### config.mk
export PLATFORM = sky130hd
export DESIGN_NAME = modtmr
export DESIGN_NICKNAME = d
export VERILOG_FILES = /design/src/rtl/modtmr_pkg.sv /design/src/rtl/modtmr_prediv.sv /design/src/rtl/modtmr_shadow.sv /design/src/rtl/modtmr_core.sv /design/src/rtl/modtmr.sv
export SDC_FILE = /design/constraint.sdc
export NUM_CORES = 1
export LEC_CHECK = 0
export BUFFER_PORTS_ARGS = -buffer_cell sky130_fd_sc_hd__buf_2
export CAP_MARGIN = 5
export CELL_PAD_IN_SITES_DETAIL_PLACEMENT = 1
export CELL_PAD_IN_SITES_GLOBAL_PLACEMENT = 2
export CORE_MARGIN = 1.5
export CORE_UTILIZATION = 39
export CTS_CLUSTER_SIZE = 25
export DETAILED_ROUTE_END_ITERATION = 12
export GPL_TIMING_DRIVEN = 0
export PLACE_DENSITY_LB_ADDON = 0.3
export SYNTH_ARGS = -nofsm -noshare
export SYNTH_HDL_FRONTEND = slang
export SYNTH_HIERARCHICAL = 1
export SYNTH_SLANG_ARGS = --single-unit
### constraint.sdc
create_clock -name clk -period 3 [get_ports clk]
set_clock_uncertainty 0.05 [all_clocks]
set_input_delay 0.6 -clock clk [delete_from_list [all_inputs] [get_ports clk]]
set_output_delay 0.6 -clock clk [all_outputs]
set_load 0.05 [all_outputs]
### src/rtl/modtmr_pkg.sv
package modtmr_pkg;
   // clock-select encodings
   localparam int         CS_W   = 2;
   localparam logic [1:0] CS_OFF = 2'd0;
   localparam logic [1:0] CS_SYS = 2'd1;
endpackage

### src/rtl/modtmr_prediv.sv
// Power-of-two tick divider; restarts whenever run is low.
module modtmr_prediv #(
   parameter int PS_W = 3
) (
   input  logic            clk,
   input  logic            rst_n,
   input  logic            run,
   input  logic [PS_W-1:0] ps,
   output logic            tick
);
   localparam int DIV_W = (1 << PS_W) - 1;

   if (PS_W < 1 || PS_W > 5) begin : g_bad_ps
      $error("modtmr_prediv: PS_W out of range");
   end

   logic [DIV_W-1:0] pcnt_q;
   logic [DIV_W-1:0] mask;

   assign mask = ~({DIV_W{1'b1}} << ps);
   assign tick = run && ((pcnt_q & mask) == mask);

   always_ff @(posedge clk or negedge rst_n) begin
      if (!rst_n)     pcnt_q <= '0;
      else if (!run)  pcnt_q <= '0;
      else            pcnt_q <= pcnt_q + 1'b1;
   end
endmodule

### src/rtl/modtmr_shadow.sv
// Register with optional holding copy committed on demand.
module modtmr_shadow #(
   parameter int          W        = 16,
   parameter logic [W-1:0] RST_VAL = '0,
   parameter bit          BUFFERED = 1'b1
) (
   input  logic         clk,
   input  logic         rst_n,
   input  logic         wr,
   input  logic [W-1:0] wdata,
   input  logic         commit,
   output logic [W-1:0] q
);
   if (BUFFERED) begin : g_buf
      logic [W-1:0] hold_q;
      logic [W-1:0] act_q;
      always_ff @(posedge clk or negedge rst_n) begin
         if (!rst_n) begin
            hold_q <= RST_VAL;
            act_q  <= RST_VAL;
         end else begin
            if (wr)     hold_q <= wdata;
            if (commit) act_q  <= hold_q;
         end
      end
      assign q = act_q;
   end else begin : g_direct
      logic [W-1:0] act_q;
      always_ff @(posedge clk or negedge rst_n) begin
         if (!rst_n)  act_q <= RST_VAL;
         else if (wr) act_q <= wdata;
      end
      assign q = act_q;
   end
endmodule

### src/rtl/modtmr_core.sv
// Up-counter with start-value reload at the limit.
module modtmr_core #(
   parameter int W = 16
) (
   input  logic         clk,
   input  logic         rst_n,
   input  logic         tick,
   input  logic         load,
   input  logic [W-1:0] start_val,
   input  logic [W-1:0] limit_val,
   output logic [W-1:0] cnt,
   output logic         wrap
);
   logic [W-1:0] cnt_q;

   assign wrap = tick && !load && (cnt_q == limit_val);
   assign cnt  = cnt_q;

   always_ff @(posedge clk or negedge rst_n) begin
      if (!rst_n)     cnt_q <= '0;
      else if (load)  cnt_q <= start_val;
      else if (wrap)  cnt_q <= start_val;
      else if (tick)  cnt_q <= cnt_q + 1'b1;
   end
endmodule

### src/rtl/modtmr.sv
module modtmr
   import modtmr_pkg::*;
#(
   parameter int                DATA_W   = 32,
   parameter int                ADDR_W   = 8,
   parameter int                CNT_W    = 16,
   parameter int                PS_W     = 3,
   parameter bit                BUFFERED = 1'b1,
   parameter logic [ADDR_W-1:0] OFS_CTRL = 8'h00,
   parameter logic [ADDR_W-1:0] OFS_CNT  = 8'h04,
   parameter logic [ADDR_W-1:0] OFS_LIM  = 8'h08,
   parameter logic [ADDR_W-1:0] OFS_STRT = 8'h4C
) (
   input  logic              clk,
   input  logic              rst_n,
   input  logic              bus_wr,
   input  logic              bus_rd,
   input  logic [ADDR_W-1:0] bus_addr,
   input  logic [DATA_W-1:0] bus_wdata,
   output logic [DATA_W-1:0] bus_rdata,
   output logic              irq
);
   localparam int CS_LSB   = PS_W;
   localparam int IE_BIT   = PS_W + CS_W;
   localparam int FLAG_BIT = IE_BIT + 1;

   if (FLAG_BIT >= DATA_W) begin : g_bad_ctrl
      $error("modtmr: control fields do not fit the data width");
   end
   if (CNT_W < 2 || CNT_W >= DATA_W) begin : g_bad_cnt
      $error("modtmr: CNT_W must be between 2 and DATA_W-1");
   end

   // bus decode
   logic ctrl_wr, ctrl_rd, cnt_load, lim_wr, strt_wr;
   assign ctrl_wr  = bus_wr && (bus_addr == OFS_CTRL);
   assign ctrl_rd  = bus_rd && (bus_addr == OFS_CTRL);
   assign cnt_load = bus_wr && (bus_addr == OFS_CNT);
   assign lim_wr   = bus_wr && (bus_addr == OFS_LIM);
   assign strt_wr  = bus_wr && (bus_addr == OFS_STRT);

   // control register
   logic [PS_W-1:0] ps_q;
   logic [CS_W-1:0] cs_q;
   logic            ie_q;
   logic            flag_q;
   logic            armed_q;
   logic            clr_req;
   logic            cnt_wrap;
   logic            tick;
   logic            run;
   logic            commit;

   always_ff @(posedge clk or negedge rst_n) begin
      if (!rst_n) begin
         ps_q <= '0;
         cs_q <= CS_OFF;
         ie_q <= 1'b0;
      end else if (ctrl_wr) begin
         ps_q <= bus_wdata[0 +: PS_W];
         cs_q <= bus_wdata[CS_LSB +: CS_W];
         ie_q <= bus_wdata[IE_BIT];
      end
   end

   // clear is armed by reading the flag as 1, consumed by the next control write
   assign clr_req = ctrl_wr && armed_q && !bus_wdata[FLAG_BIT];

   always_ff @(posedge clk or negedge rst_n) begin
      if (!rst_n) begin
         armed_q <= 1'b0;
         flag_q  <= 1'b0;
      end else begin
         if (ctrl_wr)                armed_q <= 1'b0;
         else if (ctrl_rd && flag_q) armed_q <= 1'b1;
         if (cnt_wrap)               flag_q  <= 1'b1;
         else if (clr_req)           flag_q  <= 1'b0;
      end
   end

   assign run    = (cs_q == CS_SYS);
   assign commit = (cs_q == CS_OFF);

   // datapath
   logic [CNT_W-1:0] lim_act, strt_act, cnt_q;

   modtmr_prediv #(.PS_W(PS_W)) u_prediv (
      .clk   (clk),
      .rst_n (rst_n),
      .run   (run),
      .ps    (ps_q),
      .tick  (tick)
   );

   modtmr_shadow #(.W(CNT_W), .RST_VAL({CNT_W{1'b1}}), .BUFFERED(BUFFERED)) u_lim (
      .clk    (clk),
      .rst_n  (rst_n),
      .wr     (lim_wr),
      .wdata  (bus_wdata[CNT_W-1:0]),
      .commit (commit),
      .q      (lim_act)
   );

   modtmr_shadow #(.W(CNT_W), .RST_VAL('0), .BUFFERED(BUFFERED)) u_strt (
      .clk    (clk),
      .rst_n  (rst_n),
      .wr     (strt_wr),
      .wdata  (bus_wdata[CNT_W-1:0]),
      .commit (commit),
      .q      (strt_act)
   );

   modtmr_core #(.W(CNT_W)) u_core (
      .clk       (clk),
      .rst_n     (rst_n),
      .tick      (tick),
      .load      (cnt_load),
      .start_val (strt_act),
      .limit_val (lim_act),
      .cnt       (cnt_q),
      .wrap      (cnt_wrap)
   );

   logic unused_wbits;
   assign unused_wbits = ^bus_wdata[DATA_W-1:CNT_W];

   // read mux
   always_comb begin
      bus_rdata = '0;
      case (bus_addr)
         OFS_CTRL: begin
            bus_rdata[0 +: PS_W]      = ps_q;
            bus_rdata[CS_LSB +: CS_W] = cs_q;
            bus_rdata[IE_BIT]         = ie_q;
            bus_rdata[FLAG_BIT]       = flag_q;
         end
         OFS_CNT:  bus_rdata[CNT_W-1:0] = cnt_q;
         OFS_LIM:  bus_rdata[CNT_W-1:0] = lim_act;
         OFS_STRT: bus_rdata[CNT_W-1:0] = strt_act;
         default:  bus_rdata = '0;
      endcase
   end

   assign irq = flag_q & ie_q;
endmodule

==> impl_metrics.csv <==
group,metric,value,unit
floorplanning,rows,42,
clock_tree,ctsHtreeMaxLevel,3,
cells_and_area,fill_cells,1483,
synthesis,synth-edff-count,0,
global_routing,gr-total-overflow,0,
place,dp_hpwl,10630,µm
routing,avgRoutedWirePerCell,20.93,µm
floorplanning,core,0.01340,mm²
setup_path,r2r-start,"ps_q[2]$_DFFE_PN0N_",
power_and_ir_drop,switching_share,26.17,%
hold_path,hp-class,"input pin to asynchronous set/reset pin",
cells_and_area,layout_commonest_cell,"dfrtp_1",
power_and_ir_drop,intPower,0.002234,W
run_status,status,"complete, no violations",
clock_tree,cts_buffers,9,
clock_tree,cts_root_buf,"clkbuf_16",
routing,postRouteAntennaNets,0,
sta,hold_violations,0,
clock_tree,clockBufferDepth,2,
synthesis,ys_types,75,
sta,worst_slack,0.02892,ns
synthesis,ys_seq_area_share,44.57,%
setup_path,crit_buf_inv,4,
floorplanning,io-pin-count,77,
routing,drcViolationCount,0,
floorplanning,fp.dieH,120.9,µm
cells_and_area,nets,565,
setup_path,critPathMostFrequentCell,"clkbuf_4",
global_routing,grt_pass1_wl,23450,µm
power_and_ir_drop,powerDensity,476.0,mW/mm²
setup_path,worst-path-stages,7,
sta,fmax,336.6,MHz
sta,period_share,99.04,%
cells_and_area,seqCellArea,0.002417,mm²
cells_and_area,multi_input_area,0.002674,mm²
power_and_ir_drop,p_switching,0.0007918,W
power_and_ir_drop,p_total,0.003026,W
floorplanning,initial_utilization,40.48,%
routing,drt_first_pass_iters,4,
routing,via_count,3862,
place,globalplace.congestion,0.8425,
sta,min_period,2.971,ns
global_routing,grt_max_degree,58,
clock_tree,cts_tree,"yes",
setup_path,r2r_cells,10,
setup_path,cp-startpoint,"bus_addr[0]",
sta,tns,0,ns
cells_and_area,layout_common_cells,"dfrtp_1 (63), mux2_4 (47), buf_2 (43), dfstp_2 (32)",
global_routing,grt_pass1_vias,4076,
routing,drtIter0Drc,169,
power_and_ir_drop,ir_worst_vdd,0.0003806,V
synthesis,yosys_warnings,6,
place,port_buffers,44,
setup_path,endpoint_kind,"output port",
routing,drt-vias-per-instance,5.517,
synthesis,synth-main-ff-cell,"dfrtp_1",
routing,totalWireLength,14650,µm
setup_path,crit_family,"simple AND/OR/NAND/NOR gates",
sta,grt_setup_unrepaired,"yes",
power_and_ir_drop,seq_power_share,47.6,%
synthesis,syn_inst,446,
power_and_ir_drop,leakagePower,2.916,nW
setup_path,slowest_delay,0.54,ns
cells_and_area,syn_to_final_growth,17.19,%
clock_tree,clk_pin_slew_worst_paths,0.07,ns
power_and_ir_drop,p_clk_share,39.9,%
global_routing,antenna_found_initial,0,
cells_and_area,drive_gt1_share,43.51,%
setup_path,path_cells,"buf_2 -> or4_1 -> clkbuf_4 -> clkbuf_4 -> nor3_1 -> a221o_1 -> buf_4",
setup_path,worstSetupPathType,"input pin to output port",
floorplanning,floorplan.die.width,120.9,µm
synthesis,synth-async-reset-ratio,100.0,%
power_and_ir_drop,pwr-share-comb,12.5,%
sta,setup_viol,0,
setup_path,path_max_fanout,10,
setup_path,cp.arrival,2.32,ns
global_routing,grt_use_total,21.33,%
sta,whs,0.1690,ns
setup_path,crit_required,2.35,ns
synthesis,ys_ff_latch,95,
synthesis,synth.avg_cell_area,12.16,µm²
setup_path,crit_path_start_kind,"input pin",
cells_and_area,insertedDiodeCount,0,
place,dp_slack,-0.4065,ns
sta,tightest_slew,0.5821,ns
floorplanning,die-area,0.01462,mm²
cells_and_area,fin_util,47.43,%
sta,slew_headroom,61.19,%
synthesis,synth_area,0.005424,mm²
clock_tree,clk_latency,0.35,ns
setup_path,slowest_stage,"or4_1",
clock_tree,cts_sinks,95,
sta,final-max-slew-violation-count,0,
job,drv_cap,0,
[per-stage QoR]
stage / cells / area (µm²)
after floorplan: 461 / 5480
after global placement: 681 / 5921
after detailed placement: 682 / 5951
after CTS: 697 / 6299
after global routing: 700 / 6356
final: 700 / 6356
[per-layer routing]
metal | vias to the layer above | track usage [%] | part of all wire, %
met3 | 11 | 3.242 | 4.2
met1 | 1989 | 28.64 | 45
met5 | - | 0 | 0
met4 | 0 | 7.206 | 1.1
met2 | 88 | 35.26 | 49
li1 | 1774 | - | -
[repair_timing]
item / CTS / global route
pin swaps: 1 / 2
setup buffers: 0 / 3
resized for setup: 9 / 12
hold buffers: 0 / 0
endpoints found under the setup margin: 32 / 27
[cells by family (layout without fill, tap and decap cells)]
family	count (synthesis)	in the layout	synth area share (%)
flip-flops	95	95	44.57
adder cells (fa/ha/maj)	2	2	0.4613
buffers and inverters	64	127	8.097
AND/OR/NAND/NOR	102	102	11.28
XOR/XNOR	22	22	3.691
AO/OA/AOI/OAI	78	78	11.79
multiplexers	82	82	20.05
other	1	16	0.06914
[sequential cells by signal, summed over array words and instances, names as in the netlist]
register	cells
ie_q	1
u_core/cnt	16
u_strt/q	16
u_strt/g_buf.hold_q	16
armed_q	1
ps_q	3
u_lim/g_buf.hold_q	16
cs_q	2
u_prediv/pcnt_q	7
flag_q	1
u_lim/q	16
[Yosys cell counts, types with 8 or more instances]
master	number	share of area [%]
a221o_1	15	2.8
buf_4	17	2.4
buf_6	8	1.7
dfrtp_1	63	29
dfstp_2	32	16
inv_1	18	1.2
mux2_2	25	5.2
mux2_4	47	13
mux2i_1	10	1.8
nand2_1	13	0.90
nor2_1	12	0.83
nor3_1	20	1.8
o21ai_0	10	0.92
xnor2_1	8	1.3
xor2_1	13	2.1
[power groups by stage]
stage | registers, W | clock network, W | logic (W)
after floorplan | 0.00143 | 0 | 0.000268
after global placement | 0.00146 | 0 | 0.000356
after detailed placement | 0.00146 | 0 | 0.000372
after CTS | 0.00144 | 0.00124 | 0.000377
after global routing | 0.00145 | 0.00128 | 0.000408
final | 0.00144 | 0.00121 | 0.000379
[layout make-up]
cell class              instances  area share (%)
well taps                     176           3.465
clock buffers                  11           3.976
repair buffers                 48           4.488
clock inverters                 5          0.9843
flip-flops and latches         95           38.03
inverters                      19           1.122
plain buffers                  44           5.866
multi-input cells             302           42.07
[final timing paths]
check	slack (ns)	end
max in group asynchronous	2.02	u_lim/q[10]$_DFFE_PN1P_
worst min register to register	0.44	armed_q$_DFFE_PN0P_
worst max register to register	0.19	u_core/cnt[15]$_DFFE_PN0P_
min in group clk	0.44	armed_q$_DFFE_PN0P_
worst max-delay path	0.03	bus_rdata[13]
worst min-delay path	0.17	u_strt/g_buf.hold_q[4]$_DFFE_PN0P_
Note: power is estimated with default switching activity, not from simulation.
